<file path="src/rtl/dptr_pkg.sv">
package dptr_pkg;
    localparam int unsigned MEMBER_BIT = 0;
    localparam int unsigned PAIR_BIT   = 3;
    localparam int unsigned STEP_BIT   = 4;
    localparam int unsigned TGL_BIT    = 5;
    localparam int unsigned DEC_BIT    = 6;

    typedef struct packed {
        logic dec;
        logic tgl;
        logic step;
        logic member;
    } pair_ctl_t;

    function automatic pair_ctl_t byte_to_ctl(input logic [7:0] b);
        pair_ctl_t c;
        c.dec    = b[DEC_BIT];
        c.tgl    = b[TGL_BIT];
        c.step   = b[STEP_BIT];
        c.member = b[MEMBER_BIT];
        return c;
    endfunction

    function automatic logic [7:0] ctl_to_byte(input pair_ctl_t c, input logic pair);
        logic [7:0] b;
        b = 8'h00;
        b[DEC_BIT]    = c.dec;
        b[TGL_BIT]    = c.tgl;
        b[STEP_BIT]   = c.step;
        b[MEMBER_BIT] = c.member;
        b[PAIR_BIT]   = pair;
        return b;
    endfunction
endpackage

</file>
<file path="src/rtl/dptr_step.sv">
module dptr_step #(
    parameter int unsigned W = 24
) (
    input  logic [W-1:0] val,
    input  logic         dec,
    output logic [W-1:0] res
);
    always_comb begin
        if (dec) res = val - W'(1);
        else     res = val + W'(1);
    end
endmodule

</file>
<file path="src/rtl/dptr_rdmux.sv">
module dptr_rdmux #(
    parameter int unsigned W    = 24,
    parameter int unsigned NPTR = 4,
    parameter int unsigned RA_W = 4
) (
    input  logic [NPTR-1:0][W-1:0] ptrs,
    input  logic [7:0]             ctl0_byte,
    input  logic [7:0]             ctl1_byte,
    input  logic [RA_W-1:0]        raddr,
    output logic [7:0]             rdata
);
    localparam int unsigned BPP = W / 8;
    localparam int unsigned CTL0_A = NPTR * BPP;
    localparam int unsigned CTL1_A = NPTR * BPP + 1;

    always_comb begin
        rdata = 8'h00;
        for (int k = 0; k < int'(NPTR); k++) begin
            for (int b = 0; b < int'(BPP); b++) begin
                if (raddr == RA_W'(k * int'(BPP) + b)) rdata = ptrs[k][b*8 +: 8];
            end
        end
        if (raddr == RA_W'(CTL0_A)) rdata = ctl0_byte;
        if (raddr == RA_W'(CTL1_A)) rdata = ctl1_byte;
    end
endmodule

</file>
<file path="src/rtl/dptr_unit.sv">
module dptr_unit
    import dptr_pkg::*;
#(
    parameter int unsigned ADDR_W = 24
) (
    input  logic                                    clk,
    input  logic                                    rst_n,
    input  logic                                    reg_we,
    input  logic [$clog2(4*(ADDR_W/8)+2)-1:0]       reg_addr,
    input  logic [7:0]                              reg_wdata,
    output logic [7:0]                              reg_rdata,
    input  logic                                    xacc_stb,
    input  logic                                    ptr_inc_stb,
    input  logic                                    sel_inc_stb,
    output logic [ADDR_W-1:0]                       addr,
    output logic [1:0]                              ptr_idx
);
    localparam int unsigned NPTR   = 4;
    localparam int unsigned BPP    = ADDR_W / 8;
    localparam int unsigned RA_W   = $clog2(NPTR * BPP + 2);
    localparam int unsigned CTL0_A = NPTR * BPP;
    localparam int unsigned CTL1_A = NPTR * BPP + 1;

    typedef struct packed {
        logic [NPTR-1:0][ADDR_W-1:0] ptr;
        logic                        pair;
        pair_ctl_t [1:0]             ctl;
    } state_t;

    state_t st_d, st_q;

    pair_ctl_t                   act_ctl;
    logic [1:0]                  idx0, idx1;
    logic                        acc_step, acc_tgl, m1, m2;
    logic [ADDR_W-1:0]           step1_res, step2_src, step2_res;
    logic [NPTR-1:0][ADDR_W-1:0] ptr_upd;

    logic unused_wbits;
    assign unused_wbits = ^{reg_wdata[7], reg_wdata[2:1]};

    assign act_ctl  = st_q.ctl[st_q.pair];
    assign idx0     = {st_q.pair, act_ctl.member};
    assign acc_step = xacc_stb & act_ctl.step;
    assign acc_tgl  = xacc_stb & act_ctl.tgl;
    assign m1       = act_ctl.member ^ acc_tgl;
    assign idx1     = {st_q.pair, m1};
    assign m2       = m1 ^ sel_inc_stb;

    dptr_step #(.W(ADDR_W)) u_acc_step (
        .val (st_q.ptr[idx0]),
        .dec (act_ctl.dec),
        .res (step1_res)
    );

    assign step2_src = (acc_step && (idx1 == idx0)) ? step1_res : st_q.ptr[idx1];

    dptr_step #(.W(ADDR_W)) u_inc_step (
        .val (step2_src),
        .dec (act_ctl.dec),
        .res (step2_res)
    );

    always_comb begin
        ptr_upd = st_q.ptr;
        if (acc_step)    ptr_upd[idx0] = step1_res;
        if (ptr_inc_stb) ptr_upd[idx1] = step2_res;
    end

    always_comb begin
        st_d = st_q;
        if (reg_we) begin
            for (int k = 0; k < int'(NPTR); k++) begin
                for (int b = 0; b < int'(BPP); b++) begin
                    if (reg_addr == RA_W'(k * int'(BPP) + b)) st_d.ptr[k][b*8 +: 8] = reg_wdata;
                end
            end
            if (reg_addr == RA_W'(CTL0_A)) begin
                st_d.ctl[0] = byte_to_ctl(reg_wdata);
                st_d.pair   = reg_wdata[PAIR_BIT];
            end
            if (reg_addr == RA_W'(CTL1_A)) st_d.ctl[1] = byte_to_ctl(reg_wdata);
        end else begin
            st_d.ptr                   = ptr_upd;
            st_d.ctl[st_q.pair].member = m2;
        end
    end

    always_ff @(posedge clk or negedge rst_n) begin
        if (!rst_n) st_q <= '0;
        else        st_q <= st_d;
    end

    dptr_rdmux #(.W(ADDR_W), .NPTR(NPTR), .RA_W(RA_W)) u_rdmux (
        .ptrs      (st_q.ptr),
        .ctl0_byte (ctl_to_byte(st_q.ctl[0], st_q.pair)),
        .ctl1_byte (ctl_to_byte(st_q.ctl[1], 1'b0)),
        .raddr     (reg_addr),
        .rdata     (reg_rdata)
    );

    assign addr    = st_q.ptr[idx0];
    assign ptr_idx = idx0;


    unmapped_write_chk: assert property (@(posedge clk) disable iff (!rst_n)
        (reg_we && reg_addr > RA_W'(CTL1_A)) |=> ($stable(addr) && $stable(ptr_idx)));


    acc_inc_chk: assert property (@(posedge clk) disable iff (!rst_n)
        (xacc_stb && !reg_we && !ptr_inc_stb && !sel_inc_stb &&
         act_ctl.step && !act_ctl.tgl && !act_ctl.dec)
        |=> (addr == $past(addr) + ADDR_W'(1)));


    inc_dec_chk: assert property (@(posedge clk) disable iff (!rst_n)
        (ptr_inc_stb && !reg_we && !xacc_stb && !sel_inc_stb && act_ctl.dec)
        |=> (addr == $past(addr) - ADDR_W'(1)));


    sel_flip_chk: assert property (@(posedge clk) disable iff (!rst_n)
        (sel_inc_stb && !reg_we && !xacc_stb && !ptr_inc_stb)
        |=> (ptr_idx[0] != $past(ptr_idx[0]) && ptr_idx[1] == $past(ptr_idx[1])));


    we_blocks_chk: assert property (@(posedge clk) disable iff (!rst_n)
        (reg_we && reg_addr > RA_W'(CTL1_A) && (xacc_stb || ptr_inc_stb || sel_inc_stb))
        |=> $stable(st_q));
endmodule

</file>
<file path="config.mk">
export PLATFORM = sky130hd
export DESIGN_NAME = dptr_unit
export DESIGN_NICKNAME = d
export VERILOG_FILES = /design/src/rtl/dptr_pkg.sv /design/src/rtl/dptr_step.sv /design/src/rtl/dptr_rdmux.sv /design/src/rtl/dptr_unit.sv
export SDC_FILE = /design/constraint.sdc
export NUM_CORES = 1
export LEC_CHECK = 0
export BUFFER_PORTS_ARGS = -buffer_cell sky130_fd_sc_hd__buf_2
export CORE_ASPECT_RATIO = 1.4
export CORE_MARGIN = 5
export CORE_UTILIZATION = 49
export CTS_CLUSTER_DIAMETER = 120
export DETAILED_ROUTE_END_ITERATION = 6
export HOLD_SLACK_MARGIN = 0.05
export PLACE_DENSITY = 0.65
export SYNTH_ARGS = -nofsm -noshare
export SYNTH_HDL_FRONTEND = slang
export SYNTH_SLANG_ARGS = --single-unit
export TNS_END_PERCENT = 1
</file>
<file path="constraint.sdc">
create_clock -name clk -period 17.69 [get_ports clk]
set_input_delay 2.6535 -clock clk [delete_from_list [all_inputs] [get_ports clk]]
set_output_delay 2.6535 -clock clk [all_outputs]
set_load 0.01 [all_outputs]
</file>
==> impl_metrics.csv <==
group,metric,value,unit
status,outcome,"completed",
critical_path,crit_required,15.04,ns
sta,worst_slew_pin_slew,1.375,ns
clocking,htreeDepth,3,
clocking,clkTransAtPathRegs,0.07,ns
synth,async_reset_ff_share,100.0,%
floorplan,ioPinCount,52,
routing,dr.pass1.iters,7,
synth,synthXorXnorAreaFrac,4.062,%
sta,max-slew-margin-rel,7.995,%
routing,wl_met3,5.446,mm
routing,routedLengthMet1,19.28,mm
clocking,ctsResizeCount,0,
critical_path,crit_path_start,"reg_addr[1]",
synth,syn_area,11800,sq um
place,routabilityCongestion,1.010,
floorplan,num_rows,67,
routing,vias,13060,
routing,wl_per_cell,29.25,microns
clocking,cts_tree,"yes",
critical_path,crit_arrival,5.62,ns
place,dp_hpwl,37.55,mm
global_route,grt_overflow,0,
finish,layout-drive-gt1-share,12.09,%
synth,ys_ff_latch,105,
floorplan,core-area,23810,sq um
clocking,worstSkewPairLatency,0.38,ns
routing,dr_wl_met2,23.33,mm
synth,synth.area.mux_share,13.80,%
critical_path,timing.rr.end,"st_q[29]",
clocking,cts_root_buf,"clkbuf_16",
synth,synth_warnings,0,
sta,whs,0.6073,ns
routing,antenna_left,0,
critical_path,crit_end,"reg_rdata[5]",
critical_path,cp.depth,10,
global_route,grt_pass1_vias,12430,
critical_path,cpMostUsedCell,"a21oi_1",
finish,syn_to_final_growth,6.799,%
flow_run,max_cap_viol_count,0,
sta,finalClockSkew,0.01648,ns
place,io_buffers,51,
critical_path,cp_top_family,"compound AO/OA/AOI/OAI gates",
floorplan,chipWidth,141.1,microns
critical_path,r2r_setup_slack,10.48,ns
sta,final_hold_viol_count,0,
sta,slew_viol_final,0,
routing,drt-vias-per-instance,7.223,
synth,synth_flop_cell,"dfrtp_1",
global_route,grt_pass1_wl,78.70,mm
critical_path,crit_slowest_cell,"nor3_2",
floorplan,die_area,27320,sq um
critical_path,path_cells,"buf_2, nand2b_1, nor3_2, a222oi_1, a31oi_1, a21oi_1, a21oi_1, a21oi_1, o311ai_0, buf_2",
sta,rsz0062_at_grt,"no",
min_path,hold_path_class,"reg -> reg",
clocking,postCtsHoldBufs,0,
synth,synth_adder_area_share,5.112,%
global_route,grt_max_degree,67,
critical_path,end_kind,"output port",
floorplan,start_util,49.55,%
synth,synth_top_family_by_area,"compound AO/OA/AOI/OAI gates",
synth,seq_area_frac_synth,22.27,%
clocking,cts-buffers-inserted,9,
synth,ys_types,79,
critical_path,reg2reg_depth,19,
critical_path,criticalPathCategory,"in -> out",
sta,setup_viol,0,
floorplan,die_y,193.6,microns
synth,syn_inst,1525,
sta,setup-tns-final,0,ns
critical_path,crit_fanout,23,
sta,fmax,120.9,MHz
critical_path,rr_startpoint,"ptr_idx[1]",
global_route,antenna_found_initial,0,
global_route,track_usage,37.77,%
synth,synth_edf_count,0,
synth,synth.avg_cell_area,7.735,sq um
critical_path,path_buf_inv,2,
routing,drc,0,
clocking,postCtsSetupRepairBufs,0,
finish,layout.nets,1557,
routing,wl,52.89,mm
synth,synth_compound_area_share,30.05,%
synth,synthSimpleGateAreaFrac,19.81,%
synth,synth_fp_nets,1590,
sta,fin_crit,8.274,ns
critical_path,crit_path_max_incr_delay,0.87,ns
routing,top_layer,"met4",
sta,post-route-period-util,46.77,%
critical_path,crit_path_start_kind,"input pin",
routing,dr.first_iter.drc_count,2170,
clocking,numClockSinks,105,
clocking,clockBufferDepth,2,
-- final cells by class --
cell class / instances / area, sq um
flip-flops and latches: 105 / 2634
inverters: 17 / 63.81
well taps: 310 / 387.9
clock inverters: 7 / 102.6
diodes: 1 / 2.502
repair buffers: 86 / 523.0
clock buffers: 9 / 225.2
fillers: 2329 / 11210
multi-input cells: 1273 / 8660
-- cells by family after synthesis --
group                      count (synthesis)
AOI/OAI and AO/OA                        519
xor gates and xnor gates                  53
adders and majority gates                 47
buffers and inverters                    147
DFF                                      105
muxes                                    131
and+or+nand+nor                          523
-- per-stage QoR --
stage	cells	cell area [sq um]	setup WS, ns	utilization [%]
after global placement	1791	12270	9.571	51.53
after CTS	1807	12600	9.476	52.91
after detailed placement	1791	12270	9.487	51.53
after floorplan	1525	11800	10.38	-
after global routing	1807	12600	9.226	52.91
final	1808	12600	9.416	52.92
-- synth_stat cells, types with 5 or more instances --
| cell | n | share of area, % |
|---|---|---|
| nand2_1 | 250 | 8.0 |
| a21oi_1 | 147 | 6.2 |
| clkbuf_1 | 108 | 3.4 |
| dfrtp_1 | 105 | 22 |
| nor2_1 | 104 | 3.3 |
| mux2i_1 | 94 | 8.0 |
| o21ai_0 | 74 | 3.1 |
| a211oi_1 | 57 | 3.6 |
| ha_1 | 45 | 4.8 |
| o211ai_1 | 39 | 2.5 |
| nand3_1 | 34 | 1.4 |
| nor2b_1 | 34 | 1.8 |
| nor3_1 | 33 | 1.4 |
| xnor2_1 | 31 | 2.3 |
| a31oi_1 | 28 | 1.5 |
| mux4_2 | 24 | 4.6 |
| a21o_1 | 21 | 1.3 |
| xor2_1 | 20 | 1.5 |
| a221oi_1 | 19 | 1.4 |
| and3_1 | 17 | 0.90 |
| inv_1 | 15 | 0.48 |
| mux2_2 | 13 | 1.2 |
| a22oi_1 | 12 | 0.76 |
| buf_1 | 11 | 0.35 |
| nand2b_1 | 11 | 0.58 |
| nand4_1 | 11 | 0.58 |
| o21a_1 | 11 | 0.70 |
| o311a_1 | 10 | 0.85 |
| o22ai_1 | 9 | 0.48 |
| buf_2 | 8 | 0.34 |
| a221o_1 | 7 | 0.59 |
| a222oi_1 | 7 | 0.59 |
| a22o_1 | 7 | 0.52 |
| o41ai_1 | 7 | 0.52 |
| or3_1 | 7 | 0.37 |
| a2111oi_0 | 6 | 0.45 |
| a221oi_2 | 6 | 0.76 |
| a32o_1 | 5 | 0.42 |
-- cells in the final DEF (no fill, tap or decap), types with 34 or more instances in the layout --
cell	n
a21oi_1	147
buf_2	49
mux2i_1	93
nand3_1	34
a211oi_1	57
nor2b_1	34
o211ai_1	39
nor2_1	102
nand2_1	249
o21ai_0	74
ha_1	45
dfrtp_1	102
buf_4	37
-- layer usage --
metal / global-route usage (%) / up-vias
met5: 0 / -
met4: 29.30 / 0
met3: 7.360 / 241
met2: 56.94 / 989
met1: 46.96 / 6183
li1: - / 5647
-- sequential cells by signal (all words and copies together), names as in the netlist --
| name | cells |
|---|---|
| ptr_idx | 1 |
| st_q | 104 |
-- how the worst min path moves through the flow --
| stage | from | end | slack [ns] | cells past startpoint |
|---|---|---|---|---|
| after floorplan | st_q[1] | st_q[1] | 0.53 | 1 |
| after global placement | st_q[1] | st_q[1] | 0.58 | 1 |
| after detailed placement | st_q[1] | st_q[1] | 0.58 | 1 |
| after CTS | st_q[1] | st_q[1] | 0.60 | 1 |
| after global routing | st_q[1] | st_q[1] | 0.61 | 1 |
| final | st_q[1] | st_q[1] | 0.61 | 1 |
Power is left out: the tool's default activity adds up to more than one toggle a clock period on the data nets, which glitch-free logic cannot reach.
